## config.mk

```make
export PLATFORM = sky130hd
export DESIGN_NAME = pkt_serial_tx
export DESIGN_NICKNAME = d
export VERILOG_FILES = /design/src/rtl/pkt_tx_pkg.sv /design/src/rtl/pkt_half_buf.sv /design/src/rtl/pkt_fifo.sv /design/src/rtl/pkt_serializer.sv /design/src/rtl/pkt_serial_tx.sv
export SDC_FILE = /design/constraint.sdc
export NUM_CORES = 1
export LEC_CHECK = 0
export BUFFER_PORTS_ARGS = -buffer_cell sky130_fd_sc_hd__buf_2
export CORE_UTILIZATION = 55
export CTS_BUF_LIST = sky130_fd_sc_hd__clkbuf_4
export CTS_CLUSTER_SIZE = 10
export DETAILED_ROUTE_END_ITERATION = 8
export PLACE_DENSITY = 0.86
export SLEW_MARGIN = 30
export SYNTH_ARGS = -nofsm -noshare
export SYNTH_HDL_FRONTEND = slang
export SYNTH_SLANG_ARGS = --single-unit
```

## constraint.sdc

```tcl
create_clock -name clk -period 2.35 [get_ports clk]
set_input_delay 0.5875 -clock clk [delete_from_list [all_inputs] [get_ports clk]]
set_output_delay 0.5875 -clock clk [all_outputs]
set_load 0.01 [all_outputs]
```

## src/rtl/pkt_tx_pkg.sv

```systemverilog
package pkt_tx_pkg;

   // status word bit positions
   localparam int ST_EMPTY   = 0;
   localparam int ST_FULL    = 1;
   localparam int ST_WRDY    = 2;
   localparam int ST_OVF     = 3;
   localparam int ST_HAVE_LO = 4;
   localparam int ST_HAVE_HI = 5;
   localparam int ST_BUSY    = 6;
   localparam int ST_CNT_LSB = 8;

   typedef enum logic {SER_IDLE = 1'b0, SER_SEND = 1'b1} ser_state_e;

endpackage

```

## src/rtl/pkt_half_buf.sv

```systemverilog
module pkt_half_buf #(
   parameter int                ADDR_W   = 16,
   parameter int                DATA_W   = 16,
   parameter logic [ADDR_W-1:0] SFR_ADDR = '0
) (
   input  logic                clk,
   input  logic                rst_n,
   input  logic                en,
   input  logic [ADDR_W-1:0]   port_addr,
   input  logic [DATA_W-1:0]   wr_data,
   input  logic                wr_stb,
   input  logic                sel_lo,
   input  logic                sel_hi,
   output logic                addr_hit,
   output logic                word_rdy,
   output logic                have_lo,
   output logic                have_hi,
   output logic [2*DATA_W-1:0] packet
);

   logic [DATA_W-1:0] lo_q, hi_q;
   logic              wr_go;

   assign addr_hit = (port_addr == SFR_ADDR);
   assign wr_go    = en & wr_stb & addr_hit;
   assign word_rdy = have_lo & have_hi;
   assign packet   = {hi_q, lo_q};

   always_ff @(posedge clk or negedge rst_n) begin
      if (!rst_n) begin
         have_lo <= 1'b0;
         have_hi <= 1'b0;
         lo_q    <= '0;
         hi_q    <= '0;
      end else if (en) begin
         have_lo <= (have_lo & ~word_rdy) | (wr_go & sel_lo);
         have_hi <= (have_hi & ~word_rdy) | (wr_go & sel_hi);
         if (wr_go && sel_lo) lo_q <= wr_data;
         if (wr_go && sel_hi) hi_q <= wr_data;
      end
   end

endmodule

```

## src/rtl/pkt_fifo.sv

```systemverilog
module pkt_fifo #(
   parameter int W     = 32,
   parameter int DEPTH = 4,
   localparam int PTR_W = $clog2(DEPTH),
   localparam int CNT_W = $clog2(DEPTH + 1)
) (
   input  logic             clk,
   input  logic             rst_n,
   input  logic             push,
   input  logic             pop,
   input  logic [W-1:0]     din,
   output logic [W-1:0]     dout,
   output logic             full,
   output logic             empty,
   output logic [CNT_W-1:0] cnt
);

   logic [W-1:0]     mem [DEPTH];
   logic [PTR_W-1:0] wr_ptr, rd_ptr;
   logic             do_push, do_pop;

   assign full    = (cnt == CNT_W'(DEPTH));
   assign empty   = (cnt == '0);
   assign do_push = push & ~full;
   assign do_pop  = pop & ~empty;
   assign dout    = mem[rd_ptr];

   function automatic logic [PTR_W-1:0] next_ptr(input logic [PTR_W-1:0] p);
      return (p == PTR_W'(DEPTH - 1)) ? '0 : p + 1'b1;
   endfunction

   always_ff @(posedge clk) begin
      for (int i = 0; i < DEPTH; i++) begin
         if (do_push && wr_ptr == PTR_W'(i)) mem[i] <= din;
      end
   end

   always_ff @(posedge clk or negedge rst_n) begin
      if (!rst_n) begin
         wr_ptr <= '0;
         rd_ptr <= '0;
         cnt    <= '0;
      end else begin
         if (do_push) wr_ptr <= next_ptr(wr_ptr);
         if (do_pop)  rd_ptr <= next_ptr(rd_ptr);
         case ({do_push, do_pop})
            2'b10:   cnt <= cnt + 1'b1;
            2'b01:   cnt <= cnt - 1'b1;
            default: cnt <= cnt;
         endcase
      end
   end

endmodule

```

## src/rtl/pkt_serializer.sv

```systemverilog
module pkt_serializer
   import pkt_tx_pkg::*;
#(
   parameter int PKT_W     = 32,
   parameter bit LSB_FIRST = 1'b1,
   localparam int FRAME = PKT_W + 2,
   localparam int BIT_W = $clog2(FRAME)
) (
   input  logic             clk,
   input  logic             rst_n,
   input  logic             en,
   input  logic             dir_rx,
   input  logic             shift_en,
   input  logic             baud_tick,
   input  logic             fifo_empty,
   input  logic [PKT_W-1:0] fifo_dout,
   output logic             pop,
   output logic             busy,
   output logic             txd
);

   ser_state_e       state;
   logic [FRAME-1:0] sh;
   logic [BIT_W-1:0] idx;
   logic [PKT_W-1:0] ordered;
   logic             go;

   generate
      if (LSB_FIRST) begin : g_lsb
         assign ordered = fifo_dout;
      end else begin : g_msb
         for (genvar i = 0; i < PKT_W; i++) begin : g_rev
            assign ordered[i] = fifo_dout[PKT_W-1-i];
         end
      end
   endgenerate

   assign go   = en & ~dir_rx;
   assign busy = (state == SER_SEND);
   assign pop  = go & ~busy & shift_en & ~fifo_empty;
   assign txd  = busy ? sh[0] : 1'b1;

   always_ff @(posedge clk or negedge rst_n) begin
      if (!rst_n) begin
         state <= SER_IDLE;
         sh    <= '1;
         idx   <= '0;
      end else if (pop) begin
         state <= SER_SEND;
         sh    <= {1'b1, ordered, 1'b0};
         idx   <= '0;
      end else if (busy && go && baud_tick) begin
         sh <= {1'b1, sh[FRAME-1:1]};
         if (idx == BIT_W'(FRAME - 1)) begin
            state <= SER_IDLE;
            idx   <= '0;
         end else begin
            idx <= idx + 1'b1;
         end
      end
   end

endmodule

```

## src/rtl/pkt_serial_tx.sv

```systemverilog
module pkt_serial_tx
   import pkt_tx_pkg::*;
#(
   parameter int                ADDR_W    = 16,
   parameter int                DATA_W    = 16,
   parameter logic [ADDR_W-1:0] SFR_ADDR  = 16'h00A4,
   parameter int                DEPTH     = 4,
   parameter bit                LSB_FIRST = 1'b1,
   localparam int PKT_W = 2 * DATA_W,
   localparam int CNT_W = $clog2(DEPTH + 1)
) (
   input  logic              clk,
   input  logic              rst_n,
   input  logic              blk_en,
   input  logic [ADDR_W-1:0] port_addr,
   input  logic [DATA_W-1:0] wr_data,
   input  logic              wr_stb,
   input  logic              rd_stb,
   input  logic              sel_lo,
   input  logic              sel_hi,
   input  logic              dir_rx,
   input  logic              shift_en,
   input  logic              baud_tick,
   output logic [DATA_W-1:0] rd_data,
   output logic              txd
);

   generate
      if (DEPTH < 2) begin : g_bad_depth
         $error("pkt_serial_tx: DEPTH must be at least 2");
      end
      if (DATA_W < ST_CNT_LSB + CNT_W) begin : g_bad_width
         $error("pkt_serial_tx: DATA_W too narrow for the status word");
      end
   endgenerate

   logic             addr_hit, word_rdy, have_lo, have_hi;
   logic [PKT_W-1:0] packet, fifo_dout;
   logic             push, pop, full, empty, busy, ovf;
   logic [CNT_W-1:0] cnt;
   logic [DATA_W-1:0] status;

   assign push = word_rdy & blk_en;

   pkt_half_buf #(.ADDR_W(ADDR_W), .DATA_W(DATA_W), .SFR_ADDR(SFR_ADDR)) buf_i (
      .clk(clk), .rst_n(rst_n), .en(blk_en), .port_addr(port_addr),
      .wr_data(wr_data), .wr_stb(wr_stb), .sel_lo(sel_lo), .sel_hi(sel_hi),
      .addr_hit(addr_hit), .word_rdy(word_rdy), .have_lo(have_lo),
      .have_hi(have_hi), .packet(packet)
   );

   pkt_fifo #(.W(PKT_W), .DEPTH(DEPTH)) fifo_i (
      .clk(clk), .rst_n(rst_n), .push(push), .pop(pop), .din(packet),
      .dout(fifo_dout), .full(full), .empty(empty), .cnt(cnt)
   );

   pkt_serializer #(.PKT_W(PKT_W), .LSB_FIRST(LSB_FIRST)) ser_i (
      .clk(clk), .rst_n(rst_n), .en(blk_en), .dir_rx(dir_rx),
      .shift_en(shift_en), .baud_tick(baud_tick), .fifo_empty(empty),
      .fifo_dout(fifo_dout), .pop(pop), .busy(busy), .txd(txd)
   );

   always_ff @(posedge clk or negedge rst_n) begin
      if (!rst_n)              ovf <= 1'b0;
      else if (push && full)   ovf <= 1'b1;
   end

   always_comb begin
      status                         = '0;
      status[ST_EMPTY]               = empty;
      status[ST_FULL]                = full;
      status[ST_WRDY]                = word_rdy;
      status[ST_OVF]                 = ovf;
      status[ST_HAVE_LO]             = have_lo;
      status[ST_HAVE_HI]             = have_hi;
      status[ST_BUSY]                = busy;
      status[ST_CNT_LSB +: CNT_W]    = cnt;
   end

   assign rd_data = (blk_en && rd_stb && addr_hit) ? status : '0;

endmodule

```

Word level (Yosys, flattened, before mapping) --
Memory sizes are Yosys's and may differ from the RTL's. Cells that the tools add are included. W data, S select, Z words.
Storage, ports and cells: bits in registers 83, latch bits 0, memory bits (writable) 128, memory bits (read-only) 0, input bits 42, output and inout port bits 17, logic and storage cells 99, memories 1
Memories:
- fifo_i.mem | words 4, width 32, rd ports 1, clocked after memory_dff 0, write ports 1, line pkt_fifo.sv:18 | logic [W-1:0] mem [DEPTH];
Cells by class: add/subtract/negate cells 5, $mul 0, divide/modulo/power cells 0, $lt $le $gt $ge 0, eq/ne operators 9, shift operators 0, mux-type cells 30, bitwise gates (word level) 21, reduce and logical (&&, ||, !) cells 22
Operator list (count):
- $mux W32 | 3
- $reduce_or A32 Y1 | 3
- $mux W34 | 2
- $mux W6 | 3
- $eq A16 B8 Y1 const B | 1
- $mux W1 | 15
- $and A1 B1 Y1 | 14
- $logic_and A1 B1 Y1 | 11
- $mux W11 | 1
- $mux W2 | 5
- $eq A2 B2 Y1 const B | 4
- $add A6 B1 Y6 const B | 1
- $eq A6 B6 Y1 const B | 1
- $pmux W3 S2 | 1
- $reduce_and A2 Y1 | 3
- $reduce_bool A2 Y1 | 3
- $not A1 Y1 | 5
- $add A2 B1 Y2 const B | 2
- $eq A2 B1 Y1 const B | 2
- $add A3 B1 Y3 const B | 1
- $eq A3 B3 Y1 const B | 1
- $logic_not A3 Y1 | 1
- $sub A3 B1 Y3 const B | 1
- $logic_not A2 Y1 | 1
- $or A1 B1 Y1 | 2

Logic depth before layout (Yosys ltp) --
Gate-level depths: netlist of the first run.
word-level depth 10, depth in mapped cells 10, gate-level depth less buffers 9

Hierarchy --
A second synthesis of the first run with hierarchy kept.
Second synthesis, totals: cells, all modules 531, area, all modules 8665.8 µm²
Modules (own cells, without submodules):
- pkt_fifo | instances 1, cells each 208, area each 5116.2 µm², sequential area each 4018.9 µm²
- pkt_serializer | instances 1, cells each 217, area each 1929.4 µm², sequential area each 1042.2 µm²
- pkt_half_buf | instances 1, cells each 85, area each 1431.4 µm², sequential area each 850.8 µm²
- pkt_serial_tx | instances 1, cells each 21, area each 188.9 µm², sequential area each 25.0 µm²

Worst setup path after synthesis of the first run --
No wires, ideal clock.
path kind input -> register, from input port blk_en, to register fifo_i.cnt[1], setup time 0.125 ns, arrival 2.311 ns, required time 2.225 ns, setup slack -0.086 ns, cell stages on the path 8, path buffers 2, cells stage by stage buf_2 nor4bb_1 o31ai_1 inv_1 clkbuf_1 ha_1 fa_1 mux2_2
On the way: word-level cells in the longest chain between the ends 7, elaborated cells between the ends (all ways) 11, classes of those cells eq/ne (2); mux (1); bitwise (7); reduce/logical (1)
RTL lines:
- from (decl) | line pkt_serial_tx.sv:14 | input logic blk_en,
- $and A1 B1 Y1 * | line pkt_serializer.sv:38 | assign go = en & ~dir_rx;
- $and A1 B1 Y1 * (3 in series) | line pkt_serializer.sv:40 | assign pop = go & ~busy & shift_en & ~fifo_empty;
- $and A1 B1 Y1 * | line pkt_fifo.sv:25 | assign do_pop = pop & ~empty;
- via fifo_i.do_pop | line pkt_fifo.sv:20 | logic do_push, do_pop;
- $eq A2 B1 Y1 / $eq A2 B2 Y1 (equally long branches) | line pkt_fifo.sv:46 | case ({do_push, do_pop})
- $pmux W3 S2 / $reduce_bool A2 Y1 (equally long branches)
- to (signal assigned) | line pkt_fifo.sv:47 | 2'b10: cnt <= cnt + 1'b1;
- to (signal assigned) | line pkt_fifo.sv:48 | 2'b01: cnt <= cnt - 1'b1;
- to (signal assigned) | line pkt_fifo.sv:49 | default: cnt <= cnt;
- to (decl) | line pkt_fifo.sv:15 | output logic [CNT_W-1:0] cnt
Mark *: on every way through the listed nets, which the timed path passes. The rest lies on a longest branch. A chain may end at the register's enable or synchronous reset.

Worst setup path after layout of the first run --
from input port port_addr[14], to output port rd_data[2]
On the way: word-level cells in the longest chain between the ends 3
RTL lines:
- from (decl) | line pkt_serial_tx.sv:15 | input logic [ADDR_W-1:0] port_addr,
- $eq A16 B8 Y1 | line pkt_half_buf.sv:24 | assign addr_hit = (port_addr == SFR_ADDR);
- $logic_and A1 B1 Y1 | line pkt_serial_tx.sv:80 | assign rd_data = (blk_en && rd_stb && addr_hit) ? status : '0;
- $mux W11 | line pkt_serial_tx.sv:80
- to (decl) | line pkt_serial_tx.sv:24 | output logic [DATA_W-1:0] rd_data,
Every way passes these cells.

==> flow_metrics.tcl, run 1 <==
set metrics [dict create \
    max_slew_margin_pct 54.7 \
    dieArea_mm2 0.0160 \
    yosysTopAreaCellShare_pct 45.2 \
    fp.dieH_um 126 \
    cts_root_buf "clkbuf_4" \
    setup_slack_ns 0.0654 \
    cp_cell_sequence "buf_6 -> nor4_2 -> and4_4 -> and3_4 -> and3_4 -> buf_6" \
    ir_drop_uv 415 \
    crit_required_ns 1.76 \
    synth.area.top_cells "edfxtp_1, dfrtp_1, dfstp_2, mux4_2, nand2_1" \
    cts.path.max_buffers 3 \
    end_kind "output port" \
    avgSynthCellArea_um2 16.1 \
    max_cap_violations 0 \
    crit_path_start_kind "input pin" \
    grt_max_degree 66 \
    place_area_mm2 0.00914 \
    timing.final.crit_share_pct 97.2 \
    drive_above_1_share_pct 40.9 \
    outcome "finished, final reports clean" \
    netlist_instances 528 \
    grt_pass1_wl_um 26800 \
    critPathTopFamily "simple AND/OR/NAND/NOR gates" \
    syn_area_mm2 0.00850 \
    h-tree-depth 2 \
    crit_arrival_ns 1.70 \
    design_area_mm2 0.00984 \
    vias_per_cell 5.74 \
    place_ws_ns -0.0577 \
    finalWirelength_um 16400 \
    period_minus_slack_ns 2.28 \
    postRouteAntennaNets 0 \
    antenna_found_initial 1 \
    area_delta_synth_final_pct 15.8 \
    final_hold_viol_count 0 \
    drtIter0Drc 477 \
    final_common_cell "edfxtp_1" \
    port_buffers 52 \
    core-area_mm2 0.0151 \
    boundaryPins 59 \
    cpPeakStageDelay_ns 0.28 \
    nets 682 \
    critPathSlowestCell "and4_4" \
    die_w_um 126 \
    yosysWarnings 0 \
    grt_overflow 0 \
    p_leak_nw 4.27 \
    dp_hpwl_um 10100 \
    slew_violations 0 \
    synth_ff_type "edfxtp_1" \
    start_util_pct 56.1 \
    path_class "input pin to output port" \
    fmax_ghz 0.438 \
    final_core_util_pct 65.0 \
    layout_common_cells "edfxtp_1, clkbuf_4, nand2_1, buf_2, dfrtp_1" \
    cp_max_fo 5 \
    setup_viol 0 \
    grt_pass1_vias 5365 \
    drcViolationCount 0 \
    cts_post_setup_buffers_inserted 0 \
    tightest_slew_ns 0.674 \
    hold_path_class "input pin to flop" \
    numClockSinks 210 \
    wl_per_cell_um 19.0 \
    cp_num_buf_inv 2 \
    async_flop_share_pct 39.0 \
    clock_skew_ns 0.0247 \
    p_per_area_mw_per_mm2 704 \
    synthDominantAreaCellType "edfxtp_1" \
    clk_latency_ns 0.63 \
    yosysSeqAreaShare_pct 69.8 \
    stdcell_count 862 \
    via_count 4950 \
    first_pass_iters 5 \
    synth_seq_cells 210 \
    rows 45 \
    cts_buffers 50 \
    cts_tree "done" \
    dp.cells 765 \
    rsz0062_at_grt "false" \
    path_clk_slew_ns 0.06 \
    gp_congestion 0.800 \
    grt_usage_pct 22.0 \
    ys_types 46 \
    synth_edf_count 128 \
]
[metrics by stage]
stage | TNS [ns] | hold WS [ns] | power (W)
floorplan | 0 | 0.292 | 0.00398
global placement | -0.00267 | 0.446 | 0.00405
detailed placement | -0.405 | 0.465 | 0.00406
CTS | 0 | 0.162 | 0.00700
global route | 0 | 0.165 | 0.00720
finish | 0 | 0.205 | 0.00693
[timing repair]
| action | in CTS | in global routing |
|---|---|---|
| endpoints found under the hold margin | 18 | 0 |
| gates cloned | 0 | 1 |
| setup endpoints to repair | 10 | 10 |
| pin swaps | 0 | 4 |
| hold buffers | 1 | 0 |
| resized for setup | 1 | 4 |
[area by class of cell]
class	count	area [um2]
antenna	1	2.50
clock buffer	81	608
clock inverter	13	56.3
fill	998	5300
inverter	5	18.8
multi-input combinational	286	2420
sequential	210	5940
tap	188	235
timing repair buffer	78	561
[flip-flops by register name, summed over array words and instances (netlist names)]
register,count
fifo_i.mem,128
ser_i.sh,33
buf_i.hi_q,16
buf_i.lo_q,16
ser_i.idx,6
fifo_i.cnt,3
fifo_i.rd_ptr,2
fifo_i.wr_ptr,2
buf_i.have_hi,1
buf_i.have_lo,1
ovf,1
ser_i.busy,1
[path summary, 6_finish.rpt]
path | from | end | slack [ns] | cells past startpoint
max reg2reg | fifo_i.cnt[1] | fifo_i.cnt[2] | 0.25 | 9
max in group asynchronous | rst_n | ser_i.sh[32] | 1.20 | 3
min | wr_data[3] | buf_i.lo_q[3] | 0.21 | 2
max | port_addr[14] | rd_data[2] | 0.07 | 6
min in group asynchronous | rst_n | buf_i.lo_q[6] | 0.49 | 2
min reg2reg | ser_i.sh[1] | ser_i.sh[0] | 0.47 | 2
[kinds of logic after synthesis]
family | count (synthesis) | share of synthesized area [%]
xor+xnor | 5 | 0.515
other cells | 1 | 0.0441
mux | 67 | 13.9
simple gates | 156 | 8.84
buf+inv | 38 | 2.25
compound gates | 42 | 3.19
flops | 210 | 69.8
fa+ha+maj | 9 | 1.41
[cells in the mapped netlist, types with 4 or more instances]
master and count:
edfxtp_1 128, nand2_1 80, dfrtp_1 49, nor2_1 38, dfstp_2 33, mux4_2 32, a31oi_1 30, mux2_4 18
mux2_2 17, and2_1 13, clkbuf_1 13, buf_2 9, ha_1 8, buf_4 6, inv_1 5, a21oi_1 4
nor3_1 4
[per-layer routing]
metal / vias to the layer above / track usage (%) / wire, um
li1: 2213 / - / -
met1: 2507 / 26.5 / 6440
met2: 194 / 38.4 / 8700
met3: 36 / 4.26 / 904
met4: 0 / 11.1 / 373
met5: - / 0 / 0
[power by group]
group	switching, W	internal, W
logic	0.0000580	0.0000394
clock network	0.00138	0.00157
registers	0.0000000794	0.00388
No activity file was read; power rests on OpenSTA's default activity.
==> inputs of run 2 (changes only) <==
--- a/config.mk
+++ b/config.mk
@@ -14,4 +14,5 @@
 export SLEW_MARGIN = 30
 export SYNTH_ARGS = -nofsm -noshare
 export SYNTH_HDL_FRONTEND = slang
+export SYNTH_HIERARCHICAL = 1
 export SYNTH_SLANG_ARGS = --single-unit
==> flow_metrics.tcl, run 2 <==
set metrics [dict create \
    stdcell_count 879 \
    fmax_ghz 0.416 \
    gp_congestion 0.752 \
    ys_types 53 \
    dieArea_mm2 0.0163 \
    cts_buffers 49 \
    met1_usage_pct 25.9 \
    period_minus_slack_ns 2.41 \
    holdWs_ns 0.188 \
    setup_viol 9 \
    start_util_pct 56.6 \
    path_class "input pin to output port" \
    synth_edf_count 128 \
    cts_root_buf "clkbuf_4" \
    grt_max_degree 67 \
    final_common_cell "edfxtp_1" \
    max_cap_violations 0 \
    rows 45 \
    yosysSeqAreaShare_pct 68.5 \
    rsz0062_at_grt "true" \
    crit_arrival_ns 1.82 \
    synth_ff_type "edfxtp_1" \
    largest_reg_flops 128 \
    slew_violations 0 \
    postRouteAntennaNets 0 \
    port_buffers 52 \
    drive_above_1_share_pct 38.5 \
    cts.path.max_buffers 3 \
    synth_seq_cells 210 \
    drcViolationCount 0 \
    vias_per_cell 5.58 \
    synth.area.top_cells "edfxtp_1, dfrtp_1, dfstp_2, mux4_2, nand2_1" \
    dp_hpwl_um 9590 \
    final_hold_viol_count 0 \
    violations "setup timing" \
    avgSynthCellArea_um2 16.3 \
    first_pass_iters 5 \
    netlist_instances 531 \
    ir_drop_uv 434 \
    syn_area_mm2 0.00867 \
    path_clk_slew_ns 0.06 \
    tightest_slew_ns 0.657 \
    largest-register "fifo_i/mem" \
    largestRegisters "fifo_i/mem: 128 flops, ser_i/sh: 33 flops" \
    antenna_found_initial 1 \
    via_count 4907 \
    core-area_mm2 0.0153 \
    yosysTopAreaCellShare_pct 44.4 \
    end_kind "output port" \
    crit_path_start_kind "input pin" \
    timing.final.crit_share_pct 102 \
    layout_common_cells "edfxtp_1, nand2_1, clkbuf_4, buf_2, dfrtp_1" \
    place_area_mm2 0.00919 \
    clock_skew_ns 0.0398 \
    use_met3_pct 4.48 \
    wl_per_cell_um 18.5 \
    die_w_um 128 \
    p_per_area_mw_per_mm2 887 \
    yosysWarnings 6 \
    h-tree-depth 2 \
    numClockSinks 210 \
    yosysMostFrequentCell "edfxtp_1" \
    finalWirelength_um 16200 \
    drtIter0Drc 400 \
    async_flop_share_pct 39.0 \
    crit_required_ns 1.76 \
    p_leak_nw 4.35 \
    fp.dieH_um 128 \
    met2_usage_pct 36.5 \
    design_area_mm2 0.00985 \
    grt_busiest_layer "met2" \
    outcome "finished with violations" \
    finalSetupTns_ns -0.248 \
    cts_tree "done" \
    setup_slack_ns -0.0555 \
    nets 678 \
    dp.cells 784 \
    grt_usage_pct 21.2 \
    grt_overflow 0 \
    max_slew_margin_pct 55.8 \
    boundaryPins 59 \
    hold_path_class "input pin to flop" \
    synthTopCellsByCount "edfxtp_1, nand2_1, dfrtp_1" \
    grt_pass1_vias 5258 \
    area_delta_synth_final_pct 13.6 \
    clk_latency_ns 0.65 \
    synthDominantAreaCellType "edfxtp_1" \
    cp_max_fo 5 \
    grt_pass1_wl_um 26400 \
]
## run 2: final timing paths
kind                                    start              to  slack (ns)  cells after the start
worst max-delay path             port_addr[3]      rd_data[2]       -0.06                      5
worst min-delay path              wr_data[15]  buf_i/hi_q[15]        0.19                      2
worst max register to register  buf_i/have_lo   fifo_i/cnt[2]        0.25                     10
worst min register to register    ser_i/sh[4]     ser_i/sh[3]        0.47                      2
max in group asynchronous               rst_n     ser_i/sh[0]        1.23                      3
min in group asynchronous               rst_n   buf_i/hi_q[1]        0.41                      2
## run 2: layout make-up
class,instances,area [um2]
sequential,210,5940
fill,1081,5470
multi-input combinational,286,2460
timing repair buffer,71,539
clock buffer,71,533
tap,211,264
clock inverter,20,81.3
inverter,9,33.8
antenna,1,2.50
## run 2: cell families (layout without fill, tap and decap cells)
group                    count (synthesis)  after routing  synth area share, %
multiplexers                            69             69                 14.1
adder cells (fa/ha/maj)                  9              9                 1.39
flip-flops                             210            210                 68.5
XOR/XNOR                                 5              5                0.505
AND/OR/NAND/NOR                        158            159                 9.07
buffers and inverters                   41            171                 3.54
AO/OA/AOI/OAI                           38             38                 2.89
other                                    1              7               0.0433
## run 2: report_power, final
group	leakage, nW	internal [W]	switching (W)
Clock	0.366	0.00140	0.00135
Sequential	2.50	0.00444	0.000273
Combinational	1.49	0.000586	0.000692
## run 2: through the flow
step	util, %	worst slack [ns]	total power [W]
finish	64.3	-0.0555	0.00873
global route	64.3	-0.100	0.00918
CTS	64.2	-0.0340	0.00880
detailed placement	60.0	-0.183	0.00604
global placement	60.0	-0.0930	0.00596
floorplan	-	0.0824	0.00576
## run 2: critical path, cell delays in order
cell and delay [ns]:
buf_6 0.09, or4_4 0.54, and2b_2 0.26, and4_1 0.19
buf_2 0.14
## run 2: per-layer routing
layer,share of wire [%],wire [um],up-vias
met2,52,8470,188
met1,40,6470,2474
li1,-,-,2208
met3,5.4,873,37
met4,2.6,427,0
met5,0,0,-
## run 2: timing repair
action / in CTS / in global routing
hold buffers: 1 / 0
gates cloned: 1 / 0
gates resized for setup: 2 / 2
pin swaps: 11 / 0
buffers inserted: 1 / 0
setup endpoints to repair: 10 / 10
endpoints found under the hold margin: 23 / 0
